$ cat src/rtl/blk_xfer_pkg.sv
package blk_xfer_pkg;
  typedef enum logic [1:0] {
    ST_IDLE = 2'd0,
    ST_XFER = 2'd1,
    ST_DONE = 2'd2
  } seq_state_e;
endpackage

$ cat src/rtl/blk_xfer_calc.sv
// Start address and updated base for one block transfer.
module blk_xfer_calc #(
  parameter int ADDR_W     = 32,
  parameter int NREGS      = 16,
  parameter int WORD_BYTES = 4
) (
  input  logic [ADDR_W-1:0] base,
  input  logic [NREGS-1:0]  regs,
  input  logic              pre,
  input  logic              inc,
  output logic [ADDR_W-1:0] first_addr,
  output logic [ADDR_W-1:0] new_base
);
  localparam int CNT_W = $clog2(NREGS + 1);
  localparam logic [ADDR_W-1:0] EMPTY_OFS = ADDR_W'(NREGS * WORD_BYTES);
  localparam logic [ADDR_W-1:0] STEP      = ADDR_W'(WORD_BYTES);

  logic [CNT_W-1:0]  cnt;
  logic [ADDR_W-1:0] ofs;

  always_comb begin
    cnt = '0;
    for (int i = 0; i < NREGS; i++) cnt = cnt + CNT_W'(regs[i]);
  end

  assign ofs = (cnt == '0) ? EMPTY_OFS : ADDR_W'(cnt) * STEP;

  always_comb begin
    unique case ({pre, inc})
      2'b11:   first_addr = base + STEP;          // increment before
      2'b01:   first_addr = base;                 // increment after
      2'b10:   first_addr = base - ofs;           // decrement before
      default: first_addr = base - (ofs - STEP);  // decrement after
    endcase
  end

  assign new_base = inc ? (base + ofs) : (base - ofs);
endmodule

$ cat src/rtl/blk_xfer_pick.sv
// Lowest set bit of the remaining mask, the mask without it, and a last flag.
module blk_xfer_pick #(
  parameter int NREGS = 16
) (
  input  logic [NREGS-1:0]         mask,
  output logic [$clog2(NREGS)-1:0] idx,
  output logic [NREGS-1:0]         rest,
  output logic                     single
);
  localparam int IDX_W = $clog2(NREGS);

  always_comb begin
    idx = '0;
    for (int i = NREGS - 1; i >= 0; i--) begin
      if (mask[i]) idx = IDX_W'(i);
    end
  end

  assign rest   = mask & (mask - NREGS'(1));
  assign single = (rest == '0);
endmodule

$ cat src/rtl/blk_xfer_seq.sv
module blk_xfer_seq #(
  parameter int ADDR_W     = 32,
  parameter int NREGS      = 16,
  parameter int WORD_BYTES = 4
) (
  input  logic                     clk,
  input  logic                     rst_n,
  input  logic                     start,
  input  logic [ADDR_W-1:0]        base_addr,
  input  logic [NREGS-1:0]         reg_list,
  input  logic                     pre_idx,
  input  logic                     up,
  input  logic                     wb_en,
  output logic                     xfer_valid,
  output logic [ADDR_W-1:0]        xfer_addr,
  output logic [$clog2(NREGS)-1:0] xfer_reg,
  output logic                     xfer_last,
  output logic                     wb_valid,
  output logic [ADDR_W-1:0]        wb_value
);
  import blk_xfer_pkg::*;

  localparam int ALIGN_W = $clog2(WORD_BYTES);
  localparam int IDX_W   = $clog2(NREGS);
  localparam logic [NREGS-1:0] TOP_ONLY = NREGS'(1) << (NREGS - 1);

  seq_state_e        state_q, state_d;
  logic [ADDR_W-1:0] addr_q, addr_d;
  logic [NREGS-1:0]  mask_q, mask_d;
  logic              wb_q, wb_d;
  logic [ADDR_W-1:0] nb_q, nb_d;

  logic [ADDR_W-1:0] calc_first, calc_nb;
  logic [NREGS-1:0]  pick_rest;
  logic [IDX_W-1:0]  pick_idx;
  logic              pick_single;
  logic              accept;

  blk_xfer_calc #(.ADDR_W(ADDR_W), .NREGS(NREGS), .WORD_BYTES(WORD_BYTES)) calc_i (
    .base       (base_addr),
    .regs       (reg_list),
    .pre        (pre_idx),
    .inc        (up),
    .first_addr (calc_first),
    .new_base   (calc_nb)
  );

  blk_xfer_pick #(.NREGS(NREGS)) pick_i (
    .mask   (mask_q),
    .idx    (pick_idx),
    .rest   (pick_rest),
    .single (pick_single)
  );

  assign accept = (state_q == ST_IDLE) && start;

  always_comb begin
    state_d = state_q;
    addr_d  = addr_q;
    mask_d  = mask_q;
    wb_d    = wb_q;
    nb_d    = nb_q;
    unique case (state_q)
      ST_IDLE: begin
        if (accept) begin
          state_d = ST_XFER;
          addr_d  = calc_first;
          mask_d  = (reg_list == '0) ? TOP_ONLY : reg_list;
          wb_d    = wb_en;
          nb_d    = calc_nb;
        end
      end
      ST_XFER: begin
        addr_d = addr_q + ADDR_W'(WORD_BYTES);
        mask_d = pick_rest;
        if (pick_single) state_d = ST_DONE;
      end
      default: state_d = ST_IDLE;
    endcase
  end

  always_ff @(posedge clk or negedge rst_n) begin
    if (!rst_n) begin
      state_q <= ST_IDLE;
      addr_q  <= '0;
      mask_q  <= '0;
      wb_q    <= 1'b0;
      nb_q    <= '0;
    end else begin
      state_q <= state_d;
      addr_q  <= addr_d;
      mask_q  <= mask_d;
      wb_q    <= wb_d;
      nb_q    <= nb_d;
    end
  end

  assign xfer_valid = (state_q == ST_XFER);
  assign xfer_addr  = {addr_q[ADDR_W-1:ALIGN_W], {ALIGN_W{1'b0}}};
  assign xfer_reg   = pick_idx;
  assign xfer_last  = xfer_valid && pick_single;
  assign wb_valid   = (state_q == ST_DONE) && wb_q;
  assign wb_value   = nb_q;
endmodule

$ cat config.mk
export PLATFORM = sky130hd
export DESIGN_NAME = blk_xfer_seq
export DESIGN_NICKNAME = d
export VERILOG_FILES = /design/src/rtl/blk_xfer_pkg.sv /design/src/rtl/blk_xfer_calc.sv /design/src/rtl/blk_xfer_pick.sv /design/src/rtl/blk_xfer_seq.sv
export SDC_FILE = /design/constraint.sdc
export NUM_CORES = 1
export LEC_CHECK = 0
export ABC_CLOCK_PERIOD_IN_PS = 2650
export CAP_MARGIN = 0
export CORE_ASPECT_RATIO = 2
export CORE_UTILIZATION = 40
export DETAILED_ROUTE_END_ITERATION = 10
export GPL_TIMING_DRIVEN = 1
export SLEW_MARGIN = 20
export SYNTH_ARGS = -nofsm -noshare
export SYNTH_HDL_FRONTEND = slang
export SYNTH_SLANG_ARGS = --single-unit
$ cat constraint.sdc
create_clock -name clk -period 2.65 [get_ports clk]
set_input_delay 0.53 -clock clk [delete_from_list [all_inputs] [get_ports clk]]
set_output_delay 0.53 -clock clk [all_outputs]
set_load 0.1 [all_outputs]
## Word level (Yosys, flattened, before mapping)

Cells that the tools add are included.

- Bits in registers: 83
- Output and inout port bits: 71
- Logic and storage cells: 73

- Muxes and demuxes: 27
- Bitwise operators: 1
- Add/sub/neg operators: 22
- Reduce and logical (&&, ||, !) cells: 11
- Equal/unequal tests: 7

Operators with widths:

| cell | count |
|---|---|
| one-hot mux 32 bit (3 select lines) | 1 |
| adder 5 x 1 -> 5 bit | 14 |
| adder 32 x 3 -> 32 bit, second input constant | 2 |
| two-way mux 32 bit | 2 |
| two-way mux 4 bit | 16 |
| one-hot mux 32 bit (2 select lines) | 1 |
| subtractor 32 bit | 2 |
| adder 32 bit | 1 |
| zero test 16 bit | 2 |
| two-way mux 16 bit | 2 |
| one-hot mux 16 bit (2 select lines) | 1 |
| subtractor 32 x 3 -> 32 bit, second input constant | 1 |
| bitwise AND 16 bit | 1 |
| subtractor 16 x 1 -> 16 bit, second input constant | 1 |
| two-way mux 7 bit | 1 |
| == test 2 bit, second input constant | 3 |
| AND reduction 2 bit | 3 |
| zero test 5 bit | 1 |
| == test 2 x 1 -> 1 bit, second input constant | 2 |
| two-way mux 2 bit | 2 |
| one-hot mux 2 bit (2 select lines) | 1 |
| logical AND 1 bit | 3 |
| adder 1 x 1 -> 2 bit | 1 |
| zero test 2 bit | 1 |
| 3 further kinds | 3 |

## Longest topological paths before layout

Gate-level depths: netlist of run 1.

- Word-level depth: 22
- Gate-level depth with buffers: 30
- Gate-level depth less buffers: 29

## Cells and area by module

A second synthesis of run 1 with hierarchy kept.

- Cells, all modules: 1346
- Area total of the unflattened synthesis: 10214.8 µm²

By module, submodules not included:

| module | area each (µm²) | times used | cells an instance | sequential area each (µm²) |
|---|---|---|---|---|
| blk_xfer_calc | 5439.0 | 1 | 773 | 0.0 |
| blk_xfer_seq | 4317.9 | 1 | 501 | 2026.9 |
| blk_xfer_pick | 457.9 | 1 | 72 | 0.0 |

## Least setup slack after synthesis of run 1

No wires, ideal clock.

- Path type: input-to-reg
- From: input port reg_list[0]
- To: register addr_q[31]
- Data required time: 2.522 ns
- Cell stages on the path: 25
- Buffers on the path: 0
- Library setup time: 0.128 ns
- Arrival: 6.033 ns
- Slack: -3.511 ns
- Cell sequence: inv_1 ha_1 inv_1 fa_1 fa_1 fa_1 fa_1 inv_1 ha_1 a21o_1 a21o_1 xnor2_1 nand4_1 nand2_1 inv_1 fa_1 nor3b_2 nand2_1 o211ai_2 a21oi_1 nor3_2 nor2_1 o21ai_1 nor4bb_1 nor3_1

- Word-level cells in the longest chain between the ends: 22

RTL lines:

| item | RTL line | source |
|---|---|---|
| start, declared | blk_xfer_seq.sv:10 | `input logic [NREGS-1:0] reg_list,` |
| adder 1 x 1 -> 2 bit (*) | blk_xfer_calc.sv:23 | `for (int i = 0; i < NREGS; i++) cnt = cnt + CNT_W'(regs[i]);` |
| adder 5 x 1 -> 5 bit (*) (14 in a row) | blk_xfer_calc.sv:23 |  |
| zero test 5 bit | blk_xfer_calc.sv:26 | `assign ofs = (cnt == '0) ? EMPTY_OFS : ADDR_W'(cnt) * STEP;` |
| two-way mux 7 bit (*) | blk_xfer_calc.sv:26 |  |
| subtractor 32 x 3 -> 32 bit | blk_xfer_calc.sv:33 | `default: first_addr = base - (ofs - STEP);` |
| subtractor 32 bit | blk_xfer_calc.sv:33 |  |
| one-hot mux 32 bit (3 select lines) (*) | blk_xfer_calc.sv:29 | `unique case ({pre, inc})` |
| two-way mux 32 bit (*) | blk_xfer_seq.sv:65 | `if (accept) begin` |
| one-hot mux 32 bit (2 select lines) (*) | blk_xfer_seq.sv:63 | `unique case (state_q)` |
| end signal, assigned | blk_xfer_seq.sv:91 | `addr_q <= addr_d;` |
| end, declared | blk_xfer_seq.sv:28 | `logic [ADDR_W-1:0] addr_q, addr_d;` |

Every way passes the cells marked *; elsewhere a longest branch is shown, timed or not. The select of a mux whose other input is x is not followed.
A chain may end at the register's enable or synchronous reset.

## Worst setup path after layout of run 1

- From: input port reg_list[0]
- To: register addr_q[26]

Same word-level chain as after synthesis.

==> results of run 1 <==
## synthesized netlist by cell type, types with 8 or more instances
library cell | n | area, sq um
inv_1 | 108 | 405
ha_1 | 101 | 1260
nor2_1 | 99 | 372
xnor2_1 | 80 | 701
fa_1 | 15 | 300
o21a_1 | 8 | 60.1
and3_1 | 21 | 131
clkbuf_1 | 34 | 128
nor2b_1 | 12 | 75.1
a211oi_1 | 8 | 60.1
nand4_1 | 18 | 113
o22ai_1 | 23 | 144
o21bai_1 | 8 | 60.1
a21oi_1 | 114 | 571
nor3_1 | 18 | 90.1
dfrtp_1 | 81 | 2030
xor2_1 | 11 | 96.3
nand3_1 | 49 | 245
a21o_1 | 9 | 67.6
nand2_1 | 122 | 458
nor4_1 | 9 | 56.3
o21ai_0 | 98 | 490
## cell type report
| cell class | count | area [sq um] | share of cell area |
|---|---|---|---|
| repair buffers | 519 | 4330 | 0.279 |
| clock buffers | 9 | 225 | 0.0146 |
| clock inverters | 7 | 81.3 | 0.00526 |
| well taps | 283 | 354 | 0.0229 |
| inverters | 109 | 432 | 0.0279 |
| flip-flops and latches | 81 | 2030 | 0.131 |
| multi-input cells | 985 | 8030 | 0.519 |
## placed cells by master (no fill, tap or decap), types with 7 or more instances in the layout
cell type / instances
a21o_1: 9
a21oi_1: 83
a21oi_2: 25
and3_1: 16
buf_12: 11
buf_4: 414
buf_6: 41
clkbuf_16: 9
clkdlybuf4s50_1: 44
dfrtp_1: 80
fa_1: 8
fa_2: 7
ha_1: 88
ha_4: 11
inv_1: 90
inv_2: 13
nand2_1: 117
nand3_1: 42
nand4_1: 18
nor2_1: 81
nor2_2: 12
nor2_4: 7
nor2b_1: 9
nor3_1: 12
nor3_4: 7
nor4_1: 7
o21a_1: 8
o21ai_0: 43
o21ai_1: 43
o21ai_2: 15
o21bai_1: 8
o22ai_1: 16
o31a_1: 7
xnor2_1: 65
xnor2_2: 14
xor2_1: 10
## repair_timing
item,4_1_cts,5_1_grt
buffers inserted,20,17
pin swaps,120,124
hold endpoints to repair,0,0
endpoints found under the setup margin,61,63
gates resized for setup,205,89
cloned,0,0
## state kept, by name, summed over array words and instances, names as in the netlist
register	count
addr_q	30
mask_q	16
state_q	2
wb_q	1
wb_value	32
## stage by stage
step / util / instances / hold slack [ns]
after floorplan: - / 1222 / 0.234
after global routing: 0.669 / 1993 / 0.217
after CTS: 0.648 / 1982 / 0.188
after global placement: 0.598 / 1949 / 0.462
final: 0.669 / 1993 / 0.172
after detailed placement: 0.598 / 1949 / 0.472
## kinds of logic after synthesis
| kind of cell | Yosys count | synth area share |
|---|---|---|
| muxes | 7 | 0.00893 |
| xor gates and xnor gates | 91 | 0.0849 |
| adders and majority gates | 117 | 0.168 |
| DFF | 81 | 0.216 |
| other | 1 | 0.000400 |
| and+or+nand+nor | 394 | 0.203 |
| AOI/OAI and AO/OA | 374 | 0.255 |
| buffers and inverters | 156 | 0.0645 |
## power by group through the flow
stage               Combinational (mW)  Sequential (mW)  Clock [mW]
floorplan                         6.35             5.39           0
global placement                  14.6             2.33           0
CTS                               16.1             2.34        1.42
global route                      17.8             2.43        1.45
detailed placement                14.7             2.36           0
finish                            16.8             2.35        1.39
## worst min-delay path by stage
stage / startpoint / end / slack [ns] / cells past startpoint
2_1_floorplan: rst_n / addr_q[10]$_DFFE_PN0P_ / 0.23 / 0
3_3_place_gp: wb_q$_DFFE_PN0P_ / wb_q$_DFFE_PN0P_ / 0.46 / 2
3_5_place_dp: wb_value[6]$_DFFE_PN0P_ / wb_value[6]$_DFFE_PN0P_ / 0.47 / 2
4_1_cts: rst_n / wb_value[16]$_DFFE_PN0P_ / 0.19 / 1
5_1_grt: rst_n / wb_value[16]$_DFFE_PN0P_ / 0.22 / 1
6_report: rst_n / wb_value[16]$_DFFE_PN0P_ / 0.17 / 1
## critical path: stages
cell and delay, ns:
buf_8 0.09, inv_8 0.03, ha_4 0.24, inv_2 0.03, fa_1 0.48, fa_2 0.59, fa_1 0.43, fa_1 0.48
fa_2 0.35, inv_2 0.07, fa_2 0.44, inv_2 0.09, nand4_1 0.12, nand2_2 0.11, inv_2 0.05, fa_2 0.56
nor3b_4 0.23, o2111a_1 0.23, o31a_1 0.17, nor2_2 0.06, a311oi_4 0.41, o31ai_4 0.16, xnor2_1 0.19, a221oi_2 0.25
## routing by layer
| layer | global-route usage | up-vias | wire, microns |
|---|---|---|---|
| li1 | - | 5294 | - |
| met1 | 0.309 | 5359 | 13400 |
| met2 | 0.657 | 419 | 22400 |
| met3 | 0.0659 | 222 | 1930 |
| met4 | 0.365 | 0 | 5070 |
| met5 | 0 | - | 0 |
==> qor.yml, run 1 <==
outcome: "finished with violations"
violations: "negative setup slack"
syn_inst: 1221
dr_total_vias: 11300
wl_microns: 42700
cp-start-kind: "input port"
pre_cts_ws_ns: -4.30
synth.distinct_cells: 92
clkLatencyLatePin_ns: 0.38
irDropWorstVdd_mv: 1.60
synthArstFlopShare: 1.00
drcViolationCount: 0
arrival_ns: 6.41
grt_setup_unrepaired: "yes"
first_global_vias: 11700
path_clk_slew_ns: 0.07
routed_via_density: 5.67
dpl.hpwl_microns: 34000
ys_seq_area_frac: 0.216
wl_per_cell_microns: 21.4
crit_type: "input port to register"
gp_congestion: 0.987
cts_root_buf: "clkbuf_16"
cts_tree: "built"
max_slew.worst_pin.slew_ns: 0.920
yosysWarnings: 0
p_per_area_nw_per_um2: 1330
syn_avg_cell_area_sq_um: 7.69
p_switching_mw: 11.3
rr_startpoint: "addr_q[3]$_DFFE_PN0P_"
worst_ep_required_time_ns: 2.94
ys_ff_latch: 81
port_buffers: 122
hold_viol: 0
min_period_ns: 6.11
cts_buffers: 9
drv_cap: 0
power.total_mw: 20.6
placed_area_sq_um: 13800
area_growth_pct: 64.9
final_net_count: 1875
fin_crit_sh: 2.31
crit_path_start: "reg_list[0]"
drt_iter0_drc: 547
cts_max_path_buffers: 2
fp.dieW_microns: 110
finalClockSkew_ns: 0.00936
ant_nets: 0
syn_area_sq_um: 9380
htree_num_levels: 3
seqPwrFrac: 0.114
hp-class: "input port to asynchronous set/reset pin"
insertedDiodeCount: 0
grt_util_all_layers: 0.361
r2r_cells: 10
holdBufCountCts: 0
reg2reg_to: "addr_q[28]$_DFFE_PN0P_"
die-area_sq_um: 24100
leakage_nw: 7.14
critPathCapture: "addr_q[26]$_DFFE_PN0P_"
overflow: 0
slew_headroom: 0.384
synth-edff-count: 0
grt_max_degree: 41
combPwrFrac: 0.818
drv_slew: 0
grt_pass1_wl_microns: 63000
ys.flop_type: "dfrtp_1"
setup_viol: 61
p_sw_frac: 0.550
firstDrtPassIters: 5
die_h_microns: 219
antenna_found_initial: 0
io_pins: 125
nFillCells: 2010
final.setup.tns_ns: -179.31
fin_area_sq_um: 15500
rows: 79
critPathCaptureType: "register"
setup_ws_ns: -3.46
core_area_sq_um: 23100
initial_core_util: 0.406
reg2reg_slack_ns: 0.08
drive_gt1_frac: 0.419
cts_sinks: 81
intPower_mw: 9.24
clockPowerShare: 0.068
crit_fanout: 3
fmax_ghz: 0.164
Note: power is estimated with default switching activity, not from simulation.
==> run 2, diff against run 1 <==
CTS_CLUSTER_SIZE = 8   (was not set)
SYNTH_HIERARCHICAL = 1   (was not set)
==> run 2 against run 1 <==
The flow still finishes with violations (negative setup slack). Register-to-register slack improved by 0.08 ns. Via count increased by 8.2%. Synthesized cell count increased by 10%. Sequential cell count unchanged. Global-route usage decreased by 3.1 points. Highest routed layer unchanged.
==> qor.yml, run 2 <==
path_clk_slew_ns: 0.07
final_cell_mix: "414 x buf_4, 189 x nand2_1, 98 x inv_1"
dpl.hpwl_microns: 34200
holdBufCountCts: 0
die-area_sq_um: 26200
core_area_sq_um: 25000
firstDrtPassIters: 8
met1_usage: 0.322
irDropWorstVdd_mv: 0.765
final_net_count: 1962
final.setup.tns_ns: -186.19
largest_register_ffs: 32
fin_crit_sh: 2.48
wl_microns: 43000
leakage_nw: 7.24
routed_via_density: 5.72
ant_nets: 0
gp_congestion: 1.03
setup_viol: 61
syn_area_sq_um: 10200
fp.dieW_microns: 115
drv_slew: 0
crit_type: "input port to register"
io_pins: 125
cts_tree: "built"
grtUsageMet3: 0.0505
drt_iter0_drc: 597
slew_headroom: 0.568
path_common_cell: "fa_1"
p_per_area_nw_per_um2: 1160
dr_total_vias: 12200
slowest_delay_ns: 0.64
yosysWarnings: 6
grt.met2_usage: 0.602
htree_num_levels: 3
port_buffers: 122
arrival_ns: 6.83
wl_per_cell_microns: 20.1
critPathCaptureType: "register"
grt_util_all_layers: 0.331
clkLatencyLatePin_ns: 0.36
max_slew.worst_pin.slew_ns: 0.649
syn_inst: 1344
area_growth_pct: 56.3
finalClockSkew_ns: 0.00950
antenna_found_initial: 0
syn_avg_cell_area_sq_um: 7.59
first_global_vias: 12600
setup_ws_ns: -3.91
grt_setup_unrepaired: "yes"
cts_sinks: 81
overflow: 0
layout_commonest_cell: "buf_4"
insertedDiodeCount: 0
grt_pass1_wl_microns: 66300
min_period_ns: 6.56
rows: 82
worst_ep_required_time_ns: 2.92
drv_cap: 0
violations: "negative setup slack"
cts_buffers: 9
die_h_microns: 228
outcome: "finished with violations"
drive_gt1_frac: 0.382
cts_root_buf: "clkbuf_16"
cts_max_path_buffers: 2
fmax_ghz: 0.152
hold_viol: 0
initial_core_util: 0.408
cp-start-kind: "input port"
grt_max_degree: 36
critPathSlowestCell: "fa_1"
drcViolationCount: 0
grt-busiest-layer: "met2"
pre_cts_ws_ns: -4.77
crit_fanout: 3
hp-class: "input port to asynchronous set/reset pin"
==> run 2: layout make-up <==
| class | instances | area [sq um] |
|---|---|---|
| Multi-Input combinational cell | 1087 | 8650 |
| Inverter | 113 | 429 |
| Sequential cell | 81 | 2030 |
| Timing Repair Buffer | 503 | 4110 |
| Fill cell | 2261 | 9080 |
| Clock buffer | 10 | 239 |
| Tap cell | 336 | 420 |
| Clock inverter | 6 | 72.6 |
==> run 2: timing repair <==
| action | in CTS | in global routing |
|---|---|---|
| buffers inserted | 29 | 21 |
| setup endpoints to repair | 61 | 65 |
| gates resized for setup | 189 | 78 |
| pin swaps | 96 | 78 |
| cloned | 0 | 0 |
==> run 2: power by group <==
group / internal, mW / leakage [nW] / switching (mW) / total, mW
logic: 5.69 / 6.10 / 8.81 / 14.5
registers: 1.80 / 0.989 / 0.785 / 2.59
clock network: 0.771 / 0.156 / 0.586 / 1.36
total: 8.27 / 7.24 / 10.2 / 18.5
==> run 2: routing by layer <==
layer  up-vias  part of all wire
li1       5740                 -
met1      5820              0.34
met2       456              0.52
met3       200             0.050
met4         0             0.085
met5         -                 0
==> run 2: worst max-delay path, delay by kind of cell <==
kind | cells | cell delay [ns]
xor gates and xnor gates | 1 | 0.13
buffers and inverters | 10 | 1.00
adders and majority gates | 8 | 3.57
AOI/OAI and AO/OA | 10 | 1.60
==> run 2: final timing paths <==
kind / cells after the start / endpoint / from / slack (ns)
max: 29 / addr_q[23]$_DFFE_PN0P_ / reg_list[5] / -3.91
min: 1 / wb_value[11]$_DFFE_PN0P_ / rst_n / 0.12
max reg2reg: 9 / state_q[0]$_DFFE_PN0P_ / mask_q[0]$_DFFE_PN0P_ / 0.16
min reg2reg: 2 / wb_q$_DFFE_PN0P_ / wb_q$_DFFE_PN0P_ / 0.48
max in group asynchronous: 2 / mask_q[0]$_DFFE_PN0P_ / rst_n / 1.89
min in group clk: 2 / wb_q$_DFFE_PN0P_ / wb_q$_DFFE_PN0P_ / 0.48
==> run 2: per-stage QoR <==
step / hold slack [ns] / total power [mW] / instance area [sq um] / instances / utilization
global placement: 0.454 / 14.9 / 14300 / 2085 / 0.571
finish: 0.119 / 18.5 / 16000 / 2136 / 0.637
detailed placement: 0.460 / 15.1 / 14300 / 2085 / 0.571
floorplan: 0.234 / 10.8 / 10400 / 1345 / -
global route: 0.166 / 19.4 / 16000 / 2136 / 0.637
CTS: 0.137 / 17.6 / 15500 / 2127 / 0.619
==> run 3, diff against run 2 <==
CORE_MARGIN = 1.5   (was not set)
==> run 3 against run 2 <==
The flow still finishes with violations (negative setup slack). Sequential power is essentially flat. Clock skew hardly changed. Setup slack gained 0.094 ns. First-iteration DRC count is 20% higher. Fmax grew 1.5%. Combinational power barely moved. Critical path depth shrank 3. Largest cell class unchanged.
==> qor.yml, run 3 (same netlist as run 2, synthesis figures left out) <==
largest_register_ffs: 32
ant_nets: 0
min_period_ns: 6.47
critPathCaptureType: "register"
drv_slew: 0
fmax_ghz: 0.155
cp-start-kind: "input port"
layout_commonest_cell: "buf_4"
cts_max_path_buffers: 2
violations: "negative setup slack"
first_global_vias: 12300
rr_startpoint: "mask_q[0]$_DFFE_PN0P_"
combPwrFrac: 0.777
drcViolationCount: 0
holdBufCountCts: 0
max_slew.worst_pin.slew_ns: 0.782
grt.met2_usage: 0.617
grt_util_all_layers: 0.330
setup_viol: 61
hold_viol: 0
p_per_area_nw_per_um2: 1160
critPathCapture: "addr_q[29]$_DFFE_PN0P_"
clkLatencyLatePin_ns: 0.36
outcome: "finished with violations"
firstDrtPassIters: 5
drv_cap: 0
port_buffers: 122
fp.dieW_microns: 116
wl_microns: 43900
initial_core_util: 0.408
final_net_count: 1958
clockPowerShare: 0.079
overflow: 0
antenna_found_initial: 0
hp-class: "input port to asynchronous set/reset pin"
insertedDiodeCount: 0
p_switching_mw: 10.1
cts_sinks: 81
htree_num_levels: 3
grt_pass1_wl_microns: 66800
p_sw_frac: 0.554
grtUsageMet3: 0.0345
crit_path_start: "reg_list[11]"
grt_max_degree: 48
crit_fanout: 4
cts_buffers: 9
drt_iter0_drc: 715
dr_total_vias: 12100
final.setup.tns_ns: -187.58
r2r_cells: 10
grt-busiest-layer: "met2"
arrival_ns: 6.75
wl_per_cell_microns: 20.6
cts_root_buf: "clkbuf_16"
rows: 82
irDropWorstVdd_mv: 0.682
slew_headroom: 0.474
setup_ws_ns: -3.82
grt_setup_unrepaired: "yes"
area_growth_pct: 53.6
crit_type: "input port to register"
cts_tree: "built"
core_area_sq_um: 25000
finalClockSkew_ns: 0.00967
final_util: 0.626
intPower_mw: 8.12
routed_via_density: 5.69
gp_congestion: 0.991
met1_usage: 0.332
die_h_microns: 229
dpl.hpwl_microns: 35200
die-area_sq_um: 26500
seqPwrFrac: 0.143
reg2reg_to: "state_q[0]$_DFFE_PN0P_"
path_clk_slew_ns: 0.07
drive_gt1_frac: 0.367
leakage_nw: 7.14
worst_ep_required_time_ns: 2.94
fin_crit_sh: 2.44
io_pins: 125
final_cell_mix: "416 x buf_4, 186 x nand2_1, 101 x inv_1"
reg2reg_slack_ns: 0.12
==> run 3: changes by cell type in the layout (fill, tap and decap cells not counted), moves of 4 or more <==
cell     before  now
a21oi_1      72   76
xnor2_1      44   48
nor2_4        8    4
a21oi_2      15   11
nand3_1      47   52
buf_6        26   22
==> run 3: metrics by stage <==
step	instance area (sq um)	hold slack [ns]	total power, mW	setup slack, ns	instances
6_report	15700	0.185	18.2	-3.82	2132
5_1_grt	15700	0.237	19.2	-4.07	2132
4_1_cts	15400	0.214	17.6	-3.93	2132
3_5_place_dp	14300	0.457	15.1	-4.78	2085
3_3_place_gp	14300	0.455	15.0	-4.65	2085
2_1_floorplan	10400	0.234	10.8	-3.68	1345
==> run 3: power by group through the flow <==
stage	combinational (mW)	clock [mW]	sequential [mW]
global placement	12.4	0	2.56
detailed placement	12.5	0	2.59
CTS	13.6	1.46	2.57
global route	15.0	1.50	2.68
floorplan	5.28	0	5.55
finish	14.2	1.45	2.61
==> run 3: worst min-delay path by stage <==
stage / slack (ns) / to
2_1_floorplan: 0.23 / addr_q[10]$_DFFE_PN0P_
3_3_place_gp: 0.46 / wb_q$_DFFE_PN0P_
3_5_place_dp: 0.46 / wb_q$_DFFE_PN0P_
4_1_cts: 0.21 / wb_value[12]$_DFFE_PN0P_
5_1_grt: 0.24 / wb_value[7]$_DFFE_PN0P_
6_report: 0.19 / wb_value[7]$_DFFE_PN0P_
==> run 3: area by class of cell <==
class,count,area [sq um]
fillers,2348,9360
repair buffers,499,4060
clock inverters,7,105
well taps,336,420
flip-flops and latches,81,2030
inverters,113,429
multi-input cells,1087,8410
clock buffers,9,225
==> run 3: routing by layer <==
metal | wire length [microns] | up-vias
li1 | - | 5746
met1 | 15500 | 5865
met2 | 23600 | 383
met3 | 1520 | 146
met4 | 3260 | 0
met5 | 0 | -
==> run 3: what timing repair did <==
item	4_1_cts	5_1_grt
setup buffers	35	8
resized for setup	168	51
endpoints found under the setup margin	61	63
pin swaps	85	50
==> run 3: worst max-delay path, cell delays in order <==
cell and delay, ns:
buf_6 0.10, fa_1 0.55, inv_2 0.04, fa_1 0.58
fa_2 0.44, fa_1 0.51, fa_2 0.20, inv_2 0.04
fa_1 0.53, nor2_2 0.06, a21oi_2 0.13, nor2_1 0.05
a221o_2 0.37, fa_2 0.53, nor3_4 0.14, nand4_1 0.11
o21a_2 0.25, buf_6 0.12, a31o_4 0.25, a21oi_4 0.18
a211o_1 0.14, o211ai_1 0.14, a22oi_2 0.19, o22ai_1 0.09
a221o_1 0.33, nor3b_2 0.15
